**config.mk**
```make
export PLATFORM = sky130hd
export DESIGN_NAME = trig_cond_eval
export DESIGN_NICKNAME = d
export VERILOG_FILES = /design/src/rtl/trig_pkg.sv /design/src/rtl/trig_term_cmp.sv /design/src/rtl/trig_combine.sv /design/src/rtl/trig_cond_eval.sv
export SDC_FILE = /design/constraint.sdc
export NUM_CORES = 1
export LEC_CHECK = 0
export BUFFER_PORTS_ARGS = -buffer_cell sky130_fd_sc_hd__buf_2
export CAP_MARGIN = 15
export CORE_UTILIZATION = 38
export DETAILED_ROUTE_END_ITERATION = 12
export GPL_ROUTABILITY_DRIVEN = 1
export REMOVE_ABC_BUFFERS = 1
export SYNTH_ARGS = -nofsm -noshare
export SYNTH_HDL_FRONTEND = slang
export SYNTH_SLANG_ARGS = --single-unit
export TNS_END_PERCENT = 1
```
**constraint.sdc**
```tcl
create_clock -name clk_i -period 2.7 [get_ports clk_i]
set_input_delay 0.81 -clock clk_i [delete_from_list [all_inputs] [get_ports clk_i]]
set_output_delay 0.81 -clock clk_i [all_outputs]
set_load 0.005 [all_outputs]
```
**src/rtl/trig_pkg.sv**
```systemverilog
package trig_pkg;

    typedef enum logic [0:0] {
        ST_IDLE  = 1'b0,
        ST_ARMED = 1'b1
    } trig_state_e;

    localparam logic [3:0] OP_EQ   = 4'd0;
    localparam logic [3:0] OP_NE   = 4'd1;
    localparam logic [3:0] OP_GT   = 4'd2;
    localparam logic [3:0] OP_GE   = 4'd3;
    localparam logic [3:0] OP_LT   = 4'd4;
    localparam logic [3:0] OP_LE   = 4'd5;
    localparam logic [3:0] OP_HIGH = 4'd6;
    localparam logic [3:0] OP_LOW  = 4'd7;
    localparam logic [3:0] OP_RISE = 4'd8;

endpackage

```
**src/rtl/trig_term_cmp.sv**
```systemverilog
module trig_term_cmp
    import trig_pkg::*;
#(
    parameter int SIG_W = 8
) (
    input  logic [SIG_W-1:0] cur_i,
    input  logic             prev_b0_i,
    input  logic [3:0]       op_i,
    input  logic [SIG_W-1:0] ref_i,
    input  logic [SIG_W-1:0] dcm_i,
    output logic             hit_o
);

    logic eq_masked;

    // don't-care bits are removed only from the equality test
    assign eq_masked = ((cur_i ^ ref_i) & ~dcm_i) == '0;

    always_comb begin
        unique case (op_i)
            OP_EQ:   hit_o = eq_masked;
            OP_NE:   hit_o = !eq_masked;
            OP_GT:   hit_o = cur_i >  ref_i;
            OP_GE:   hit_o = cur_i >= ref_i;
            OP_LT:   hit_o = cur_i <  ref_i;
            OP_LE:   hit_o = cur_i <= ref_i;
            OP_HIGH: hit_o = cur_i[0];
            OP_LOW:  hit_o = !cur_i[0];
            OP_RISE: hit_o = !prev_b0_i && cur_i[0];
            default: hit_o = 1'b0;
        endcase
    end

endmodule

```
**src/rtl/trig_combine.sv**
```systemverilog
module trig_combine #(
    parameter int NUM_SIG = 4
) (
    input  logic [NUM_SIG-1:0] hit_i,
    input  logic [NUM_SIG-1:0] en_i,
    input  logic               or_mode_i,
    output logic               match_o
);

    logic all_true;
    logic any_true;
    logic none_en;

    assign all_true = &(hit_i | ~en_i);
    assign any_true = |(hit_i & en_i);
    assign none_en  = ~|en_i;

    assign match_o = none_en || (or_mode_i ? any_true : all_true);

endmodule

```
**src/rtl/trig_cond_eval.sv**
```systemverilog
module trig_cond_eval
    import trig_pkg::*;
#(
    parameter int NUM_SIG = 4,
    parameter int SIG_W   = 8,
    localparam int SEL_W  = (NUM_SIG > 1) ? $clog2(NUM_SIG) : 1,
    localparam int BUS_W  = NUM_SIG * SIG_W
) (
    input  logic             clk_i,
    input  logic             rst_ni,
    input  logic [BUS_W-1:0] sig_i,
    input  logic             cfg_we_i,
    input  logic [SEL_W-1:0] cfg_sel_i,
    input  logic             cfg_en_i,
    input  logic [3:0]       cfg_op_i,
    input  logic [SIG_W-1:0] cfg_ref_i,
    input  logic [SIG_W-1:0] cfg_dcm_i,
    input  logic             arm_i,
    input  logic             arm_or_i,
    input  logic             disarm_i,
    output logic             armed_o,
    output logic             trig_o
);

    trig_state_e state_q;
    trig_state_e state_d;

    logic [NUM_SIG-1:0]            en_q;
    logic [NUM_SIG-1:0][3:0]       op_q;
    logic [NUM_SIG-1:0][SIG_W-1:0] ref_q;
    logic [NUM_SIG-1:0][SIG_W-1:0] dcm_q;
    logic                          or_mode_q;

    logic [BUS_W-1:0]   cur_q;
    logic [NUM_SIG-1:0] prev_b0_q;
    logic [NUM_SIG-1:0] hit;
    logic               match;
    logic               trig_q;
    logic               sel_ok;

    assign sel_ok = int'(cfg_sel_i) < NUM_SIG;

    // sample stage: current lane values and bit-0 history
    always_ff @(posedge clk_i) begin
        if (!rst_ni) begin
            cur_q     <= '0;
            prev_b0_q <= '0;
        end else begin
            cur_q <= sig_i;
            for (int i = 0; i < NUM_SIG; i++) begin
                prev_b0_q[i] <= cur_q[i*SIG_W];
            end
        end
    end

    // term registers: writable only while idle
    always_ff @(posedge clk_i) begin
        if (!rst_ni) begin
            en_q      <= '0;
            op_q      <= '0;
            ref_q     <= '0;
            dcm_q     <= '0;
            or_mode_q <= 1'b0;
        end else if (state_q == ST_IDLE) begin
            if (cfg_we_i && sel_ok) begin
                en_q[cfg_sel_i]  <= cfg_en_i;
                op_q[cfg_sel_i]  <= cfg_op_i;
                ref_q[cfg_sel_i] <= cfg_ref_i;
                dcm_q[cfg_sel_i] <= cfg_dcm_i;
            end
            if (arm_i) begin
                or_mode_q <= arm_or_i;
            end
        end
    end

    for (genvar g = 0; g < NUM_SIG; g++) begin : g_term
        trig_term_cmp #(
            .SIG_W (SIG_W)
        ) u_cmp (
            .cur_i     (cur_q[g*SIG_W +: SIG_W]),
            .prev_b0_i (prev_b0_q[g]),
            .op_i      (op_q[g]),
            .ref_i     (ref_q[g]),
            .dcm_i     (dcm_q[g]),
            .hit_o     (hit[g])
        );
    end

    trig_combine #(
        .NUM_SIG (NUM_SIG)
    ) u_comb (
        .hit_i     (hit),
        .en_i      (en_q),
        .or_mode_i (or_mode_q),
        .match_o   (match)
    );

    // state register
    always_ff @(posedge clk_i) begin
        if (!rst_ni) begin
            state_q <= ST_IDLE;
        end else begin
            state_q <= state_d;
        end
    end

    // transitions
    always_comb begin
        state_d = state_q;
        unique case (state_q)
            ST_IDLE:  if (arm_i) state_d = ST_ARMED;
            ST_ARMED: if (match || disarm_i) state_d = ST_IDLE;
        endcase
    end

    // outputs
    always_ff @(posedge clk_i) begin
        if (!rst_ni) begin
            trig_q <= 1'b0;
        end else begin
            trig_q <= (state_q == ST_ARMED) && match;
        end
    end

    assign trig_o  = trig_q;
    assign armed_o = (state_q == ST_ARMED);

    AST_ARM_FROM_IDLE: assert property (@(posedge clk_i) disable iff (!rst_ni)
        $rose(armed_o) |-> $past(arm_i));

    AST_PULSE_SINGLE: assert property (@(posedge clk_i) disable iff (!rst_ni)
        trig_o |=> !trig_o);

    AST_PULSE_ENDS_ARM: assert property (@(posedge clk_i) disable iff (!rst_ni)
        trig_o |-> !armed_o);

    AST_CFG_FROZEN: assert property (@(posedge clk_i) disable iff (!rst_ni)
        armed_o |=> ($stable(en_q) && $stable(op_q) && $stable(ref_q) && $stable(dcm_q)));

    AST_EMPTY_FIRES: assert property (@(posedge clk_i) disable iff (!rst_ni)
        (armed_o && (en_q == '0)) |=> trig_o);

endmodule

```
Word level (Yosys, flattened, before mapping)
Cells that the tools add are included.
{"block": "classes", "muxes": 18, "n_lt_le_gt_ge": 18, "bitwise_logic": 16, "eq_ne": 32, "reduce_logical": 34}
{"operator": "32-bit bitwise mux", "n": 2}
{"operator": "4-bit by 3-bit equality test with 1-bit output, second input constant", "n": 16}
{"operator": "1-bit case mux with 9 select lines", "n": 4}
{"operator": "8-bit AND", "n": 4}
{"operator": "4-bit by 2-bit equality test with 1-bit output, second input constant", "n": 8}
{"operator": "8-bit greater-or-equal comparator", "n": 4}
{"operator": "8-bit greater-than comparator", "n": 4}
{"operator": "8-bit <= comparator", "n": 4}
{"operator": "8-bit logical NOT", "n": 4}
{"operator": "8-bit < comparator", "n": 4}
{"operator": "8-bit NOT", "n": 4}
{"operator": "8-bit XOR", "n": 4}
{"operator": "16-bit bitwise mux", "n": 1}
{"operator": "8-bit demux with 2-bit select", "n": 1}
{"operator": "4-bit by 1-bit equality test with 1-bit output, second input constant", "n": 4}
{"operator": "4-bit equality test, second input constant", "n": 4}
{"operator": "4-bit logical NOT", "n": 4}
{"operator": "1-bit logical NOT", "n": 13}
{"operator": "4-bit demux with 2-bit select", "n": 1}
{"operator": "8-bit 2-to-1 mux", "n": 1}
{"operator": "4-bit OR reduction", "n": 2}
{"operator": "1-bit logical AND", "n": 6}
{"operator": "4-bit AND", "n": 1}
{"operator": "4-bit bitwise mux", "n": 1}
{"operator": "12 further kinds", "n": 17}
{"block": "word_totals", "in_bits": 61, "reg_bits": 123, "elab_cells": 136, "out_inout_bits": 2}

Depth between registers and ports, before layout
Gate-level depths: netlist of the first run.
{"block": "logic_depth", "ltp_word": 12, "ltp_mapped": 10, "depth_no_buf": 10}

By module
A second synthesis of the first run with hierarchy kept.
{"block": "hier_totals", "cells_unflattened": 592, "area_unflattened_um2": 5464.0}
{"mod": "trig_cond_eval", "cells_per_inst": 394, "n_inst": 1, "area_per_inst_um2": 4077.7, "seq_area_each_um2": 2462.4}
{"mod": "trig_term_cmp", "cells_per_inst": 47, "n_inst": 4, "area_per_inst_um2": 332.8, "seq_area_each_um2": 0.0}
{"mod": "trig_combine", "cells_per_inst": 10, "n_inst": 1, "area_per_inst_um2": 55.1, "seq_area_each_um2": 0.0}

Worst setup path before layout of the first run
Ideal clock, no wire load.
{"block": "synth_timing", "kind": "register to register", "startpoint": "register ref_q[21] (netlist bit)", "endpoint": "register state_q, in the netlist armed_o", "arrival_time_ps": 2480, "slack_ps": 160, "n_path_buf": 0, "path_stages_with_launch": 11, "t_required_ps": 2640, "setup_time_ps": 60, "period_less_slack_ps": 2540, "cell_sequence": "dfxtp_1 > inv_1 > ha_1 > o22ai_1 > or4_1 > nor3_1 > mux2_2 > a311oi_2 > a21boi_1 > o31ai_2 > a32o_1"}
{"block": "synth_via", "elab_chain_len": 12, "elab_cells_between_ends": 18, "cone_classes": "4 x order compare; 4 x mux; 4 x bitwise; 6 x reduce/logical"}
{"element": "from (decl)", "line": "trig_cond_eval.sv:30", "rtl": "logic [NUM_SIG-1:0][SIG_W-1:0] ref_q;"}
{"element": "from (signal, indexed assignment)", "line": "trig_cond_eval.sv:68", "rtl": "ref_q[cfg_sel_i] <= cfg_ref_i;"}
{"element": "branches (longest 4 deep; another with 8-bit <= comparator)"}
{"element": "1-bit case mux with 9 select lines *", "line": "trig_term_cmp.sv:20", "rtl": "unique case (op_i)"}
{"element": "4-bit bitwise OR / 4-bit AND (equally long branches)", "line": "trig_combine.sv:14, trig_combine.sv:15"}
{"element": "4-bit AND reduction / 4-bit OR reduction (equally long branches)", "line": "trig_combine.sv:14, trig_combine.sv:15"}
{"element": "1-bit 2-to-1 mux *", "line": "trig_combine.sv:18", "rtl": "assign match_o = none_en || (or_mode_i ? any_true : all_true);"}
{"element": "1-bit logical OR *", "line": "trig_combine.sv:18"}
{"element": "1-bit logical OR *", "line": "trig_cond_eval.sv:113", "rtl": "ST_ARMED: if (match || disarm_i) state_d = ST_IDLE;"}
{"element": "1-bit 2-to-1 mux *", "line": "trig_cond_eval.sv:113"}
{"element": "1-bit case mux with 2 select lines *", "line": "trig_cond_eval.sv:111", "rtl": "unique case (state_q)"}
{"element": "to (signal assigned)", "line": "trig_cond_eval.sv:104", "rtl": "state_q <= state_d;"}
{"element": "to (decl)", "line": "trig_cond_eval.sv:25", "rtl": "trig_state_e state_q;"}
Mark *: on every way between the ends.
A chain may end at the register's enable or synchronous reset.

Final worst setup path of the first run
{"block": "layout_timing", "startpoint": "register ref_q[17] (netlist bit)", "endpoint": "register state_q, in the netlist armed_o"}
The elaborated chain is that of the path after synthesis.

==> metrics, run 1 <==
Min-Delay Endpoint ref_q[18]$_SDFFE_PN0P_; max frequency 382.5 MHz; Starting Density 0.3893; Clock Power Share 0.504; CTS H-Tree Depth 4; MaxCap Viol Count 0; via count ~4700; clock sink count about 120; Comb pwr share 0.096; Switch Pwr 1.101 mW; sequential share of the synthesized area 0.4368; GR peak layer met2; diodes inserted 0; Clock transition at path regs around 0.05 ns; port buffer count slightly above 60; CP endpoint kind flip-flop; Hold WC Path Type flip-flop to flip-flop; initial antenna violation count 0; Mapped Cells 670; Final Hold Fails 0; placed standard-cell area around 6200 µm²; Syn. warnings 0; clock root cell clkbuf_16; Worst-Skew Late Latency around 0.41 ns; global-route total usage across every layer 0.1986; Area contributors post-synth dfxtp_1, nand2_1, a21boi_0; top cell type's share of synthesized area 0.4368; RR Endpoint armed_o$_SDFF_PN0_; dominant synthesized flop cell dfxtp_1; r2r setup slk about 0.085 ns; Reg2Reg Depth 10; Top Ports 63; hold_sp ref_q[18]$_SDFFE_PN0P_; Startpoint Class flip-flop; Final Wtd Congestion about 0.85; TritonCTS Buffers 17; top-count cell post-synth nand2_1; Worst Path Required about 3 ns; Max Buffers Root-to-Sink 2; fin crit period around 2.6 ns; synth unique cells 54; Least-Margin Pin Slew ~0.80 ns; Worst Skew between 0.015 and 0.02 ns; #FFs+latches synth around 120; detailed-route DRC error count 0; Crit Path Category flip-flop to flip-flop; TNS Setup 0 ns; TritonCTS clock tree yes; Final Cycle Share 0.9684; EDFF count, synth 0; Die Y about 120 µm; worst hold stages 2; vias in the first global route 4449; Pint roughly 3.7 mW; routed vias/inst between 5 and 6; status completed; Fill cells ~1400; Synth area leader dfxtp_1; largest net degree at the start of global routing 70; number of DRC markers in iteration 0 between 400 and 500; Final Setup Violations 0; reg-to-reg critical path startpoint ref_q[17]$_SDFFE_PN0P_; Max VDD drop between 0.5 and 0.6 mV; leakage power approximately 2.6 nW; Max FO, Critical Path 2; Area growth syn-to-layout 22.44%; most instantiated cells after synthesis nand2_1, dfxtp_1, a21boi_0; WP data arrival approximately 3.0 ns; routing usage on met3 0.04167; Post-synth ARST share 0; Avg Inst Size Synth between 8 and 9 µm²; WL final 13980 µm; Slew headroom 0.4659; Slew Viols, Final 0; final instance area slightly below 7000 µm²; Nets 823; Die Area between 15000 and 20000 µm²; Pwr Density about 700 nW/µm²; first-pass GRT wire length roughly 23000 µm; Syn Std Cell Area roughly 5600 µm²; met1 Use GR 0.2571; core area between 10000 and 15000 µm²; First-pass DRT Iterations 5; die width 123.8 µm; share of layout cells above drive strength 1 0.1655; sequential share of power 0.400; hpwl dp roughly 9700 µm; total gr overflow 0; post-route ant nets 0; routing usage on met2 0.3271; switch share 0.2278; Row Count 44; wire length per cell about 15 µm
## flip-flops by register name (all words and copies together) (netlist names)
signal and cells:
or_mode_q 1, trig_o 1, en_q 4, cur_q 32
op_q 16, dcm_q 32, ref_q 32, armed_o 1
prev_b0_q 4
## placed cells by master (no fill, tap or decap), types with 5 or more instances in the layout
master and n:
nand4_1 8, nand2_1 180, inv_1 35, o22ai_1 15
nor2b_1 7, and2_1 38, clkbuf_16 17, nor3_1 9
buf_4 11, o21ai_0 5, buf_2 62, a21oi_1 14
nor4b_1 5, a21boi_0 84, dfxtp_1 122, nor2_1 10
nand2b_1 8, ha_1 29
## worst max path at each step
stage	depth (start not counted)	end	startpoint	slack [ns]
after CTS	11	armed_o$_SDFF_PN0_	cur_q[24]$_SDFF_PN0_	0.02
after global routing	10	armed_o$_SDFF_PN0_	ref_q[17]$_SDFFE_PN0P_	-0.04
after global placement	10	armed_o$_SDFF_PN0_	ref_q[21]$_SDFFE_PN0P_	0.04
after floorplan	10	armed_o$_SDFF_PN0_	ref_q[21]$_SDFFE_PN0P_	0.16
after detailed placement	10	armed_o$_SDFF_PN0_	ref_q[23]$_SDFFE_PN0P_	0.02
final	10	armed_o$_SDFF_PN0_	ref_q[17]$_SDFFE_PN0P_	0.09
## cell families after synthesis
| group | share of synthesized area |
|---|---|
| flops | 0.4368 |
| fa+ha+maj | 0.07103 |
| compound gates | 0.1933 |
| mux | 0.005549 |
| simple gates | 0.2415 |
| buf+inv | 0.04551 |
| xor+xnor | 0.006216 |
## critical path, cell delays in order, from the launching register on
cell and delay [ns]:
dfxtp_1 0.34, inv_1 0.08, ha_4 0.27, o22ai_1 0.07
or4_4 0.53, nor3_4 0.13, mux2_4 0.33, a311oi_4 0.24
a21boi_2 0.10, o31ai_2 0.27, a32o_1 0.19
## layer usage
layer | vias to the layer above | share of wire
met5 | - | 0
met4 | 0 | 0.014
met3 | 11 | 0.040
met2 | 70 | 0.49
met1 | 2178 | 0.45
li1 | 2397 | -
## power groups by stage
stage | clock, mW | sequential, mW | combinational [mW]
detailed placement | 0 | 1.97 | 0.446
finish | 2.44 | 1.93 | 0.465
global route | 2.57 | 1.94 | 0.525
floorplan | 0 | 1.95 | 0.261
CTS | 2.49 | 1.93 | 0.450
global placement | 0 | 1.97 | 0.435
## final cells by class
class	instances	area, µm²	share of cell area
multi-input combinational	479	3018	0.4373
sequential	123	2464	0.3570
clock buffer	21	480.5	0.06962
timing repair buffer	74	412.9	0.05983
tap	184	230.2	0.03336
clock inverter	11	165.2	0.02393
inverter	35	131.4	0.01904
## timing repair
item,4_1_cts,5_1_grt
pin swaps,1,4
gates resized for setup,0,14
buffers inserted,0,0
hold buffers,0,0
endpoints found under the setup margin,1,2
## per-stage QoR
stage	worst slack, ns	std cells	hold slack (ns)	total power, mW	util
after floorplan	0.1598	637	0.4298	2.215	-
after detailed placement	0.02469	895	0.4512	2.413	0.4254
final	0.08528	927	0.4615	4.832	0.4767
after global routing	-0.04164	927	0.4774	5.037	0.4767
after CTS	0.02192	927	0.4617	4.867	0.4700
after global placement	0.04461	895	0.4481	2.401	0.4254
Power figures use the tool's default switching activity.
==> inputs of run 2 (changes only) <==
==> constraint.sdc (replaced) <==
create_clock -name clk_i -period 2.4 [get_ports clk_i]
set_input_delay 0.72 -clock clk_i [delete_from_list [all_inputs] [get_ports clk_i]]
set_output_delay 0.72 -clock clk_i [all_outputs]
set_load 0.005 [all_outputs]
==> run 2 against run 1 <==
The flow now finishes with violations (negative setup slack). Critical path type unchanged. Combinational power rose by 17%. Cell area grew 1.5%. Total power up 15%. Critical endpoint unchanged. Cell count increased by 0.76%. Via count rose by 1.6%. Fmax grew 4.7%. Largest cell class unchanged.
==> metrics, run 2 (synthesis results as in run 1) <==
TritonCTS clock tree yes; Top Ports 63 (unchanged); routed vias/inst 5.064 (+0.83%); clock sink count 123 (unchanged); Final Total Pwr 5.534 mW (+15%); number of DRC markers in iteration 0 260 (-39%); Pwr Density 789.7 nW/µm² (+13%); WL final 14380 µm (+2.9%); share of layout cells above drive strength 1 0.1880 (+0.02245); fin crit period 2.498 ns (-0.1171 ns); Startpoint Class flip-flop; Clock Power Share 0.509 (+0.005); most common cell after layout, fill and taps aside nand2_1; First-pass DRT Iterations 6 (+1); hpwl dp 9897 µm (+1.6%); Reg2Reg Depth 10 (unchanged); failing checks negative setup slack; Worst Skew 0.003996 ns (-0.01307 ns); global-route total usage across every layer 0.1998 (+0.001236); wire length per cell 15.40 µm (+2.1%); Final Cycle Share 1.041 (+0.07225); Worst-Skew Late Latency 0.42 ns (about the same); TritonCTS Buffers 17 (unchanged); RSZ-0062 raised after global routing yes; Worst Setup SP ref_q[23]$_SDFFE_PN0P_; Area growth syn-to-layout 24.33%; final non-filler cell total 934 (+0.76%); Row Count 44 (unchanged); Max VDD drop 0.5146 mV (-6.7%); sequential share of power 0.393 (-0.007); detailed-route DRC error count 0 (unchanged); Comb pwr share 0.098 (+0.002); Multi-input gate area 3053 µm² (+1.2%); port buffer count 62 (unchanged); Final Wtd Congestion 0.8664 (+2.5%); via count 4730 (+1.6%); switch share 0.2258 (-0.002082); Final Setup Violations 2 (+2); Crit Path Category flip-flop to flip-flop; leakage power 2.618 nW (+1.9%); Top Registers cur_q (32), dcm_q (32), ref_q (32); Switch Pwr 1.249 mW (+13%); hold buffers post-CTS 0 (unchanged); Slew headroom 0.4443 (-0.02161); first-pass GRT wire length 22530 µm (-1.0%); WP data arrival 2.86 ns (-0.10 ns); Slew Viols, Final 0 (unchanged); MaxCap Viol Count 0 (unchanged); Final Hold Fails 0 (unchanged); Die Y 123.8 µm (unchanged); dpl cells 901 (+0.67%); Worst Path Required 2.76 ns (-0.28 ns); total gr overflow 0 (unchanged); initial antenna violation count 0 (unchanged); reg-to-reg critical path startpoint ref_q[23]$_SDFFE_PN0P_; CTS H-Tree Depth 4 (unchanged); Max FO, Critical Path 2 (unchanged); max frequency 400.4 MHz (+4.7%); clock root cell clkbuf_16; vias in the first global route 4514 (+1.5%); worst setup margin -0.09760 ns (-0.1829 ns); diodes inserted 0 (unchanged); most frequent cells in the layout nand2_1, dfxtp_1, a21boi_0, buf_2, and2_1; r2r setup slk -0.1 ns (-0.18 ns); status complete, but fails checks; Fill cells 1391 (-1.6%); critical path endpoint armed_o$_SDFF_PN0_; final instance area 7008 µm² (+1.5%); Starting Density 0.3893 (unchanged); post-route ant nets 0 (unchanged); RR Endpoint armed_o$_SDFF_PN0_; Die Area 15320 µm² (unchanged); Max Buffers Root-to-Sink 2 (unchanged); largest net degree at the start of global routing 63 (-10%); CP endpoint kind flip-flop; die width 123.8 µm (unchanged); hold slack final 0.4593 ns (-0.002206 ns); Nets 830 (+0.85%); Pint 4.285 mW (+15%); Register Area 2469 µm² (+0.20%); Least-Margin Pin Slew 0.8335 ns (+0.03241 ns); core area 14480 µm² (unchanged); Hold WC Path Type flip-flop to flip-flop; Clock transition at path regs 0.05 ns (about the same); placed standard-cell area 6205 µm² (+0.73%)
[run 2: cell count changes in the layout (fill, tap and decap cells not counted), moves of 3 or more]
cell,delta
buf_4,+7
dfxtp_1,-4
dfxtp_2,+4
ha_1,-4
ha_4,+4
inv_1,-3
inv_2,+3
[run 2: worst min path at each step]
stage | start | endpoint | cells past startpoint
finish | ref_q[3]$_SDFFE_PN0P_ | ref_q[3]$_SDFFE_PN0P_ | 2
global route | dcm_q[3]$_SDFFE_PN0P_ | dcm_q[3]$_SDFFE_PN0P_ | 2
CTS | ref_q[25]$_SDFFE_PN0P_ | ref_q[25]$_SDFFE_PN0P_ | 2
detailed placement | dcm_q[3]$_SDFFE_PN0P_ | dcm_q[3]$_SDFFE_PN0P_ | 2
global placement | dcm_q[3]$_SDFFE_PN0P_ | dcm_q[3]$_SDFFE_PN0P_ | 2
floorplan | cur_q[0]$_SDFF_PN0_ | prev_b0_q[0]$_SDFF_PN0_ | 1
[run 2: what timing repair did]
| item | 4_1_cts | 5_1_grt |
|---|---|---|
| gates resized for setup | 14 | 9 |
| pin swaps | 6 | 4 |
| setup endpoints to repair | 2 | 2 |
| setup buffers | 1 | 0 |
[run 2: area by class of cell]
type | count | area share
Clock buffer | 20 | 0.06660
Clock inverter | 12 | 0.02750
Inverter | 35 | 0.01875
Multi-Input combinational cell | 479 | 0.4356
Sequential cell | 123 | 0.3523
Tap cell | 184 | 0.03285
Timing Repair Buffer | 81 | 0.06642
[run 2: power groups by stage]
stage	Sequential, mW	Clock, mW	Combinational (mW)
6_report	2.18	2.82	0.542
5_1_grt	2.18	2.97	0.603
4_1_cts	2.17	2.87	0.528
3_5_place_dp	2.21	0	0.512
3_3_place_gp	2.21	0	0.501
2_1_floorplan	2.20	0	0.294
[run 2: metrics by stage]
step | utilization | TNS (ns) | worst slack [ns]
2_1_floorplan | - | -0.2527 | -0.1402
3_3_place_gp | 0.4285 | -0.4867 | -0.2574
3_5_place_dp | 0.4285 | -0.5130 | -0.2675
4_1_cts | 0.4795 | -0.1589 | -0.09588
5_1_grt | 0.4840 | -0.3836 | -0.2130
6_report | 0.4840 | -0.1628 | -0.09760
[run 2: routing by layer]
metal	share of wire	global-route usage	wire, µm
met5	0	0	0
met4	0.030	0.1107	435
met3	0.034	0.03755	491
met2	0.48	0.3177	6857
met1	0.46	0.2541	6594
[run 2: worst max-delay path, cell delays in order (launching register included)]
cell and delay [ns]:
dfxtp_2 0.32, inv_1 0.06, ha_4 0.26, o22ai_1 0.09, or4_4 0.50, nor3_4 0.14, mux2_4 0.32, a311oi_2 0.23
a21boi_1 0.12, o31ai_2 0.21, a32o_1 0.19
